==> config.mk <==
export PLATFORM = sky130hd
export DESIGN_NAME = irq_tree_regs
export DESIGN_NICKNAME = d
export VERILOG_FILES = /design/src/rtl/irq_tree_pkg.sv /design/src/rtl/irq_line_cell.sv /design/src/rtl/irq_summary.sv /design/src/rtl/irq_reg_decode.sv /design/src/rtl/irq_tree_regs.sv
export SDC_FILE = /design/constraint.sdc
export NUM_CORES = 2
export LEC_CHECK = 0
export BUFFER_PORTS_ARGS = -buffer_cell sky130_fd_sc_hd__buf_2
export CORE_ASPECT_RATIO = 1.25
export CORE_UTILIZATION = 66
export CTS_CLUSTER_DIAMETER = 60
export DETAILED_ROUTE_END_ITERATION = 6
export PLACE_DENSITY_LB_ADDON = 0.08
export SLEW_MARGIN = 20
export SYNTH_ARGS = -nofsm -noshare
export SYNTH_HDL_FRONTEND = slang
export SYNTH_HIERARCHICAL = 1
export SYNTH_SLANG_ARGS = --single-unit
==> constraint.sdc <==
create_clock -name clk -period 8.7 [get_ports clk]
set_input_delay 0.87 -clock clk [delete_from_list [all_inputs] [get_ports clk]]
set_output_delay 0.87 -clock clk [all_outputs]
set_load 0.02 [all_outputs]
==> src/rtl/irq_tree_pkg.sv <==
package irq_tree_pkg;
  localparam int LINES_PER_BLOCK   = 8;
  localparam int BLOCKS_PER_MASTER = 8;
  localparam int MAX_MASTERS       = 4;

  localparam logic [3:0] OFF_ROOT    = 4'd0;
  localparam logic [3:0] OFF_MASTER0 = 4'd1;
  localparam logic [3:0] OFF_BLKSEL  = 4'd5;
  localparam logic [3:0] OFF_BLKSTAT = 4'd6;
  localparam logic [3:0] OFF_CFG     = 4'd7;
  localparam logic [3:0] OFF_LEVEL   = 4'd8;

  localparam int CB_LEVEL  = 0;
  localparam int CB_NOFALL = 1;
  localparam int CB_NORISE = 2;
  localparam int CB_CLEAR  = 3;
  localparam int CB_LINE   = 4;
  localparam int CB_COMMIT = 7;

  typedef struct packed {
    logic level_mode;
    logic no_fall;
    logic no_rise;
  } trig_cfg_t;

  localparam trig_cfg_t TRIG_RESET = '{level_mode: 1'b0, no_fall: 1'b1, no_rise: 1'b1};
endpackage

==> src/rtl/irq_line_cell.sv <==
module irq_line_cell
  import irq_tree_pkg::*;
(
  input  logic      clk,
  input  logic      rst_n,
  input  logic      raw_in,
  input  logic      cfg_wr,
  input  trig_cfg_t cfg_new,
  input  logic      clr_req,
  output logic      pending,
  output logic      level_sync
);
  logic [2:0] shreg;
  trig_cfg_t  cfg_q;
  logic       rise, fall, lvl_hit, edge_hit, hit;

  always_ff @(posedge clk) begin
    if (!rst_n) shreg <= '0;
    else        shreg <= {shreg[1:0], raw_in};
  end

  assign level_sync = shreg[1];
  assign rise       = shreg[1] & ~shreg[2];
  assign fall       = ~shreg[1] & shreg[2];

  always_comb begin
    lvl_hit  = (~cfg_q.no_rise & shreg[1]) | (~cfg_q.no_fall & ~shreg[1]);
    edge_hit = (~cfg_q.no_rise & rise) | (~cfg_q.no_fall & fall);
    hit      = cfg_q.level_mode ? lvl_hit : edge_hit;
  end

  always_ff @(posedge clk) begin
    if (!rst_n)      cfg_q <= TRIG_RESET;
    else if (cfg_wr) cfg_q <= cfg_new;
  end

  always_ff @(posedge clk) begin
    if (!rst_n)                 pending <= 1'b0;
    else if (cfg_wr && clr_req) pending <= 1'b0;
    else if (hit)               pending <= 1'b1;
  end
endmodule

==> src/rtl/irq_summary.sv <==
module irq_summary
  import irq_tree_pkg::*;
#(
  parameter int NUM_MASTERS = 4,
  localparam int NUM_BLOCKS = NUM_MASTERS * BLOCKS_PER_MASTER,
  localparam int NUM_LINES  = NUM_BLOCKS * LINES_PER_BLOCK
) (
  input  logic [NUM_LINES-1:0]       pend,
  output logic [MAX_MASTERS*8-1:0]   master_flat,
  output logic [7:0]                 root_stat,
  output logic                       irq_any
);
  for (genvar m = 0; m < MAX_MASTERS; m++) begin : g_master
    if (m < NUM_MASTERS) begin : g_live
      for (genvar b = 0; b < BLOCKS_PER_MASTER; b++) begin : g_blk
        localparam int BLK = m * BLOCKS_PER_MASTER + b;
        assign master_flat[m*8+b] = |pend[BLK*LINES_PER_BLOCK +: LINES_PER_BLOCK];
      end
    end else begin : g_absent
      assign master_flat[m*8 +: 8] = '0;
    end
    assign root_stat[m+1] = |master_flat[m*8 +: 8];
  end

  assign root_stat[0] = 1'b0;
  assign root_stat[7:MAX_MASTERS+1] = '0;
  assign irq_any = |root_stat;
endmodule

==> src/rtl/irq_reg_decode.sv <==
module irq_reg_decode
  import irq_tree_pkg::*;
#(
  parameter int NUM_MASTERS = 4,
  localparam int NUM_BLOCKS = NUM_MASTERS * BLOCKS_PER_MASTER,
  localparam int NUM_LINES  = NUM_BLOCKS * LINES_PER_BLOCK,
  localparam int BLK_W      = $clog2(NUM_BLOCKS),
  localparam int LINE_W     = BLK_W + 3
) (
  input  logic                     clk,
  input  logic                     rst_n,
  input  logic [3:0]               bus_addr,
  input  logic                     bus_wr,
  input  logic [7:0]               bus_wdata,
  input  logic [NUM_LINES-1:0]     pend,
  input  logic [NUM_LINES-1:0]     levels,
  input  logic [MAX_MASTERS*8-1:0] master_flat,
  input  logic [7:0]               root_stat,
  output logic [7:0]               bus_rdata,
  output logic [BLK_W-1:0]         blk_sel,
  output logic                     cfg_wr,
  output logic [LINE_W-1:0]        cfg_line,
  output trig_cfg_t                cfg_new,
  output logic                     cfg_clr
);
  logic       sel_valid;
  logic [7:0] sel_pend, sel_level;

  always_ff @(posedge clk) begin
    if (!rst_n)                               blk_sel <= '0;
    else if (bus_wr && bus_addr == OFF_BLKSEL) blk_sel <= bus_wdata[BLK_W-1:0];
  end

  assign sel_valid = (32'(blk_sel) < NUM_BLOCKS);
  assign cfg_wr    = bus_wr && (bus_addr == OFF_CFG) && bus_wdata[CB_COMMIT] && sel_valid;
  assign cfg_line  = {blk_sel, bus_wdata[CB_LINE +: 3]};
  assign cfg_clr   = bus_wdata[CB_CLEAR];
  assign cfg_new   = '{level_mode: bus_wdata[CB_LEVEL],
                       no_fall:    bus_wdata[CB_NOFALL],
                       no_rise:    bus_wdata[CB_NORISE]};

  always_comb begin
    sel_pend  = '0;
    sel_level = '0;
    for (int b = 0; b < NUM_BLOCKS; b++) begin
      if (blk_sel == BLK_W'(b)) begin
        sel_pend  = pend[b*LINES_PER_BLOCK +: LINES_PER_BLOCK];
        sel_level = levels[b*LINES_PER_BLOCK +: LINES_PER_BLOCK];
      end
    end
  end

  always_comb begin
    bus_rdata = '0;
    unique case (bus_addr)
      OFF_ROOT:    bus_rdata = root_stat;
      OFF_BLKSEL:  bus_rdata = 8'(blk_sel);
      OFF_BLKSTAT: bus_rdata = sel_pend;
      OFF_LEVEL:   bus_rdata = sel_level;
      default: begin
        for (int m = 0; m < MAX_MASTERS; m++)
          if (bus_addr == OFF_MASTER0 + 4'(m)) bus_rdata = master_flat[m*8 +: 8];
      end
    endcase
  end
endmodule

==> src/rtl/irq_tree_regs.sv <==
module irq_tree_regs
  import irq_tree_pkg::*;
#(
  parameter int NUM_MASTERS = 4,
  localparam int NUM_BLOCKS = NUM_MASTERS * BLOCKS_PER_MASTER,
  localparam int NUM_LINES  = NUM_BLOCKS * LINES_PER_BLOCK,
  localparam int BLK_W      = $clog2(NUM_BLOCKS),
  localparam int LINE_W     = BLK_W + 3
) (
  input  logic                 clk,
  input  logic                 rst_n,
  input  logic [NUM_LINES-1:0] irq_lines,
  input  logic [3:0]           bus_addr,
  input  logic                 bus_wr,
  input  logic [7:0]           bus_wdata,
  output logic [7:0]           bus_rdata,
  output logic                 irq_out
);
  logic [NUM_LINES-1:0]     pend_vec, level_vec;
  logic [MAX_MASTERS*8-1:0] master_flat;
  logic [7:0]               root_stat;
  logic [BLK_W-1:0]         blk_sel;
  logic                     cfg_wr, cfg_clr;
  logic [LINE_W-1:0]        cfg_line;
  trig_cfg_t                cfg_new;

  for (genvar i = 0; i < NUM_LINES; i++) begin : g_line
    irq_line_cell u_cell (
      .clk       (clk),
      .rst_n     (rst_n),
      .raw_in    (irq_lines[i]),
      .cfg_wr    (cfg_wr && (cfg_line == LINE_W'(i))),
      .cfg_new   (cfg_new),
      .clr_req   (cfg_clr),
      .pending   (pend_vec[i]),
      .level_sync(level_vec[i])
    );
  end

  irq_summary #(.NUM_MASTERS(NUM_MASTERS)) u_sum (
    .pend       (pend_vec),
    .master_flat(master_flat),
    .root_stat  (root_stat),
    .irq_any    (irq_out)
  );

  irq_reg_decode #(.NUM_MASTERS(NUM_MASTERS)) u_dec (
    .clk        (clk),
    .rst_n      (rst_n),
    .bus_addr   (bus_addr),
    .bus_wr     (bus_wr),
    .bus_wdata  (bus_wdata),
    .pend       (pend_vec),
    .levels     (level_vec),
    .master_flat(master_flat),
    .root_stat  (root_stat),
    .bus_rdata  (bus_rdata),
    .blk_sel    (blk_sel),
    .cfg_wr     (cfg_wr),
    .cfg_line   (cfg_line),
    .cfg_new    (cfg_new),
    .cfg_clr    (cfg_clr)
  );
endmodule

# Yosys cells after proc, flatten, opt, wreduce, memory -nomap -nowiden

Index checks and enable logic that the tools add are counted.

Bits of input ports: 271
Word-level logic and storage cells: 5784
Output and inout port bits: 9
Memory bits (writable): 0
Bits in read-only memories: 0
Latch bits: 0
Memories kept: 0
Flip-flop bits (word level): 1797

Equality and inequality tests: 294
Add/subtract/negate cells: 0
Divide/modulo/power cells: 0
Multiplexer cells: 325
Bitwise gates (word level): 3073
Reductions and logical operators: 811
Shifts and indexed selects: 0
Multiply operators: 0
Order comparisons: 0

Operators with widths:

| kind               | number |
|---|---|
| $and 1x1->1        | 1536 |
| $not 1->1          | 1025 |
| $eq 8x8->1 const B | 128 |
| $mux 8             | 68 |
| $logic_and 1x1->1  | 515 |
| $eq 8x7->1 const B | 64 |
| $or 1x1->1         | 512 |
| $reduce_or 2->1    | 256 |
| $eq 8x6->1 const B | 32 |
| $mux 1             | 256 |
| $reduce_or 256->1  | 1 |
| $reduce_or 64->1   | 4 |
| $reduce_or 8->1    | 32 |
| $eq 8x5->1 const B | 16 |
| $eq 5x5->1 const B | 16 |
| $eq 8x4->1 const B | 8 |
| $eq 5x4->1 const B | 8 |
| $eq 8x3->1 const B | 4 |
| $pmux 8 s4         | 1 |
| $eq 5x3->1 const B | 4 |
| $eq 4x3->1 const B | 4 |
| $eq 8x2->1 const B | 2 |
| $eq 5x2->1 const B | 2 |
| $eq 4x2->1 const B | 2 |
| 7 further kinds    | 7 |

# Longest topological paths before layout

Depth in word-level cells: 34
Gate-level depth with buffers: 11

# Cells and area by module

The synthesis kept the hierarchy.

By module, submodules not included:

| module         | area each (um^2) | cells each | seq. area each (um^2) | times used |
|---|---|---|---|---|
| irq_line_cell  | 247.7            | 21         | 140.1                 | 256 |
| irq_reg_decode | 6755.2           | 1022       | 100.1                 | 1 |
| irq_tree_regs  | 2099.5           | 373        | 0.0                   | 1 |
| irq_summary    | 701.9            | 122        | 0.0                   | 1 |

# Worst setup path before layout

No wires, ideal clock.

Path kind: input to output
Start: input port bus_addr[2]
End: output port bus_rdata[0]
Path buffers: 2
Data required time: 7.830 ns
Setup slack: 5.355 ns
Arrival time: 2.475 ns
Stages: 7
Cell sequence: buf_2 nor2b_1 clkbuf_1 a21oi_1 o21ai_1 nor2_1 o32ai_1

Longest elaborated chain between the ends: 6
Elaborated cells between the ends (all ways): 13
Classes of those cells: eq/ne: 7; mux: 5; reduce/logical: 1

RTL lines:

| element             | line                 | RTL |
|---|---|---|
| start, declared     | irq_tree_regs.sv:13  | `input logic [3:0] bus_addr,` |
| $eq 4x1->1          | irq_reg_decode.sv:62 | `if (bus_addr == OFF_MASTER0 + 4'(m)) bus_rdata = master_flat[m*8 +: 8];` |
| $mux 8 (4 in a row) | irq_reg_decode.sv:62 |  |
| $pmux 8 s4 *        | irq_reg_decode.sv:55 | `unique case (bus_addr)` |
| end, declared       | irq_tree_regs.sv:16  | `output logic [7:0] bus_rdata,` |

Every way passes the cells marked *; elsewhere a longest branch is shown, timed or not.

# Worst setup path after layout

Start: register u_dec.blk_sel[0]
End: output port bus_rdata[2]

Longest elaborated chain between the ends: 34
Elaborated cells between the ends (all ways): 97
Classes of those cells: eq/ne: 31; mux: 65; reduce/logical: 1

RTL lines:

| element                | line                 | RTL |
|---|---|---|
| start, declared        | irq_reg_decode.sv:20 | `output logic [BLK_W-1:0] blk_sel,` |
| start signal, assigned | irq_reg_decode.sv:31 | `else if (bus_wr && bus_addr == OFF_BLKSEL) blk_sel <= bus_wdata[BLK_W-1:0];` |
| $logic_not 5->1        | irq_reg_decode.sv:46 | `if (blk_sel == BLK_W'(b)) begin` |
| $mux 8 (32 in a row)   | irq_reg_decode.sv:46 |  |
| $pmux 8 s4 *           | irq_reg_decode.sv:55 |  |

Marks and branches as above.

==> results.yml <==
detailed_routing:
  wl_per_cell_um: 25.7
  drt_iter0_markers: 6013
  detail-route-antenna-nets: 0
  drc_errors: 28
  firstDrtPassIters: 7
  via_count: 55797
  avgViaCountPerCell: 6.36
  wl_um: 226000
placed_design:
  place_hpwl_um: 151000
  placed_cells: 8473
  globalplace.congestion: 1.08
  port_buffers: 279
finish:
  stdcell_count: 8776
  area_delta_synth_final_pct: 11.5
  layout_commonest_cell: "dfxtp_1"
  drive_gt1_share_pct: 13.1
  layout_common_cells: "dfxtp_1 (1793), mux2i_1 (1059), nand2_1 (623), and2_1 (517), nor2b_1 (278)"
  nFillCells: 7714
  fin_nets: 7462
timing:
  rsz0062_at_grt: "false"
  finalMaxSlewViolations: 0
  setup_violations: 0
  timing.fmax_mhz: 159
  hold_viol: 0
  period_share_pct: 72.5
  setup_tns_ns: 0
  fin_skew_ns: 0.0288
  tightest_slew_ns: 1.19
  min_period_ns: 6.31
  slew_headroom_pct: 20.7
global_routing:
  grt_pass1_vias: 53431
  grt_max_degree: 274
  grt_usage_pct: 39.2
  overflow: 0
  grt_pass1_wl_um: 335000
  antenna_found_initial: 13
critical_path:
  slowest_delay_ns: 0.95
  crit_top_cell: "a21oi_1"
  required_ns: 7.83
  r2r_start: "u_dec/blk_sel[1]$_SDFFE_PN0P_"
  critical_path.startpoint: "u_dec/blk_sel[0]$_SDFFE_PN0P_"
  start_kind: "flip-flop"
  endpoint_kind: "output pin"
  critical_path.slowest_cell: "dfxtp_4"
  cp_max_fo: 55
  path_cells: "buf_4, nor2b_1, a21oi_1, o32ai_1, a311oi_1, a21oi_1, o21ai_1, a21oi_1, buf_2"
  crit_arrival_ns: 5.44
  path_class: "reg2out"
flow_run:
  drv_cap: 0
worst_hold_path:
  min_from: "irq_lines[252]"
  hp-class: "in2reg"
clock_tree:
  cts.path.max_buffers: 3
  clkTransAtPathRegs_ns: 0.06
  cts-buffers-inserted: 165
  htreeDepth: 4
  root_buffer: "clkbuf_16"
  cts_resized: 0
  cts_tree: "done"
  insertion_delay_ns: 0.81
  cts_sinks: 1797
  cts_setup_buffers: 0
  cts_hold_buf: 0
power:
  swShare_pct: 21.9
  p_leak_nw: 32.2
  vdd_ir_drop_max_mv: 0.251
  power_density_mw_per_mm2: 205
  cell_internal_pwr_mw: 13.0
  pwr-share-comb_pct: 4.1
  clock_power_share_pct: 44.8
  p_seq_share_pct: 51.1
  p_sw_mw: 3.66
synthesis:
  ys.flop_type: "dfxtp_1"
  synth-seq-area-share_pct: 49.3
  yosys_register_bits: 1797
  syn_avg_cell_area_um2: 10.6
  synth_area_mm2: 0.0730
  ys_types: 96
  async_reset_ff_share_pct: 0
  ys.warnings.count: 6
  netlist_instances: 6893
  synth_edf_count: 0
run_status:
  violations: "DRC"
  status: "complete, but fails checks"
floorplanning:
  fp.dieW_um: 299
  ioPinCount: 280
  die_y_um: 374
  start_util_pct: 66.5
  num_rows: 136
  core-area_mm2: 0.110
  die-area_mm2: 0.112
## power groups by stage
stage / clock network [mW] / registers (mW) / logic, mW
global placement: 0 / 8.71 / 0.660
detailed placement: 0 / 8.71 / 0.670
CTS: 7.53 / 8.53 / 0.675
finish: 7.47 / 8.53 / 0.686
floorplan: 0 / 8.62 / 0.366
global route: 7.88 / 8.53 / 0.727
## Yosys cell counts (68+ instances only)
| library cell | number | area, µm² |
|---|---|---|
| a21boi_1 | 256 | 1920 |
| a21oi_1 | 89 | 445 |
| and2_1 | 517 | 3230 |
| and2_2 | 256 | 1920 |
| clkbuf_1 | 75 | 282 |
| dfxtp_1 | 1797 | 36000 |
| mux2i_1 | 1059 | 10600 |
| nand2_1 | 624 | 2340 |
| nor2_1 | 88 | 330 |
| nor2b_1 | 279 | 1750 |
| nor3_1 | 254 | 1270 |
| nor4_1 | 68 | 425 |
| o21ai_0 | 107 | 536 |
| o221a_1 | 256 | 2880 |
| or2_1 | 257 | 1610 |
| xor2_1 | 256 | 2240 |
## sequential cells by signal, indices dropped and copies added, names as in the netlist
name	flops
u_dec/blk_sel	5
g_line.u_cell/cfg_q	768
g_line.u_cell/shreg	768
g_line.u_cell/pending	256
## critical path: cells and delay by family, from the launching register on
family	cells	cell delay, ns
buffers and inverters	2	1.12
DFF	1	0.95
and+or+nand+nor	1	0.81
AOI/OAI and AO/OA	6	1.71
## area by class of cell
cell class / instances / area, µm² / share of cell area (%)
antenna: 5 / 12.5 / 0.0154
clock buffer: 248 / 5010 / 6.16
clock inverter: 50 / 637 / 0.783
inverter: 15 / 56.3 / 0.0692
multi-input combinational: 4879 / 35900 / 44.1
sequential: 1797 / 36000 / 44.2
tap: 1449 / 1810 / 2.23
timing repair buffer: 333 / 1930 / 2.38
## metal layers
metal / wire length (µm) / track usage, %
met3: 21300 / 9.16
met2: 101000 / 61.1
met4: 13700 / 21.9
met1: 89600 / 49.9
met5: 98 / 0
## cells by family (layout without fill, tap and decap cells)
logic type | after synthesis | count (layout) | share of synthesized area [%]
other cells | 1 | 9 | 0.00514
mux | 1093 | 1093 | 15.3
xor+xnor | 256 | 256 | 3.07
flops | 1797 | 1797 | 49.3
buf+inv | 220 | 646 | 1.56
simple gates | 2525 | 2525 | 19.7
compound gates | 1001 | 1001 | 11.1
## path summary, 6_finish.rpt
kind | to | slack, ns | depth (start not counted)
max | bus_rdata[2] | 2.39 | 9
min | g_line[252].u_cell/shreg[0]$_SDFF_PN0_ | 0.26 | 2
max reg2reg | g_line[248].u_cell/cfg_q[1]$_SDFFE_PN1P_ | 4.66 | 5
min reg2reg | g_line[228].u_cell/shreg[1]$_SDFF_PN0_ | 0.42 | 1
## per-stage QoR
stage / area, µm² / utilization [%] / hold slack [ns] / worst slack, ns / power (mW)
after CTS: 81300 / 74.1 / 0.225 / 2.67 / 16.7
final: 81400 / 74.1 / 0.259 / 2.39 / 16.7
after global routing: 81400 / 74.1 / 0.245 / 2.55 / 17.1
after floorplan: 73000 / - / 0.412 / 5.36 / 8.99
after global placement: 75700 / 69.0 / 0.414 / 3.53 / 9.37
after detailed placement: 75700 / 69.0 / 0.418 / 3.53 / 9.38
Power figures use the tool's default switching activity.
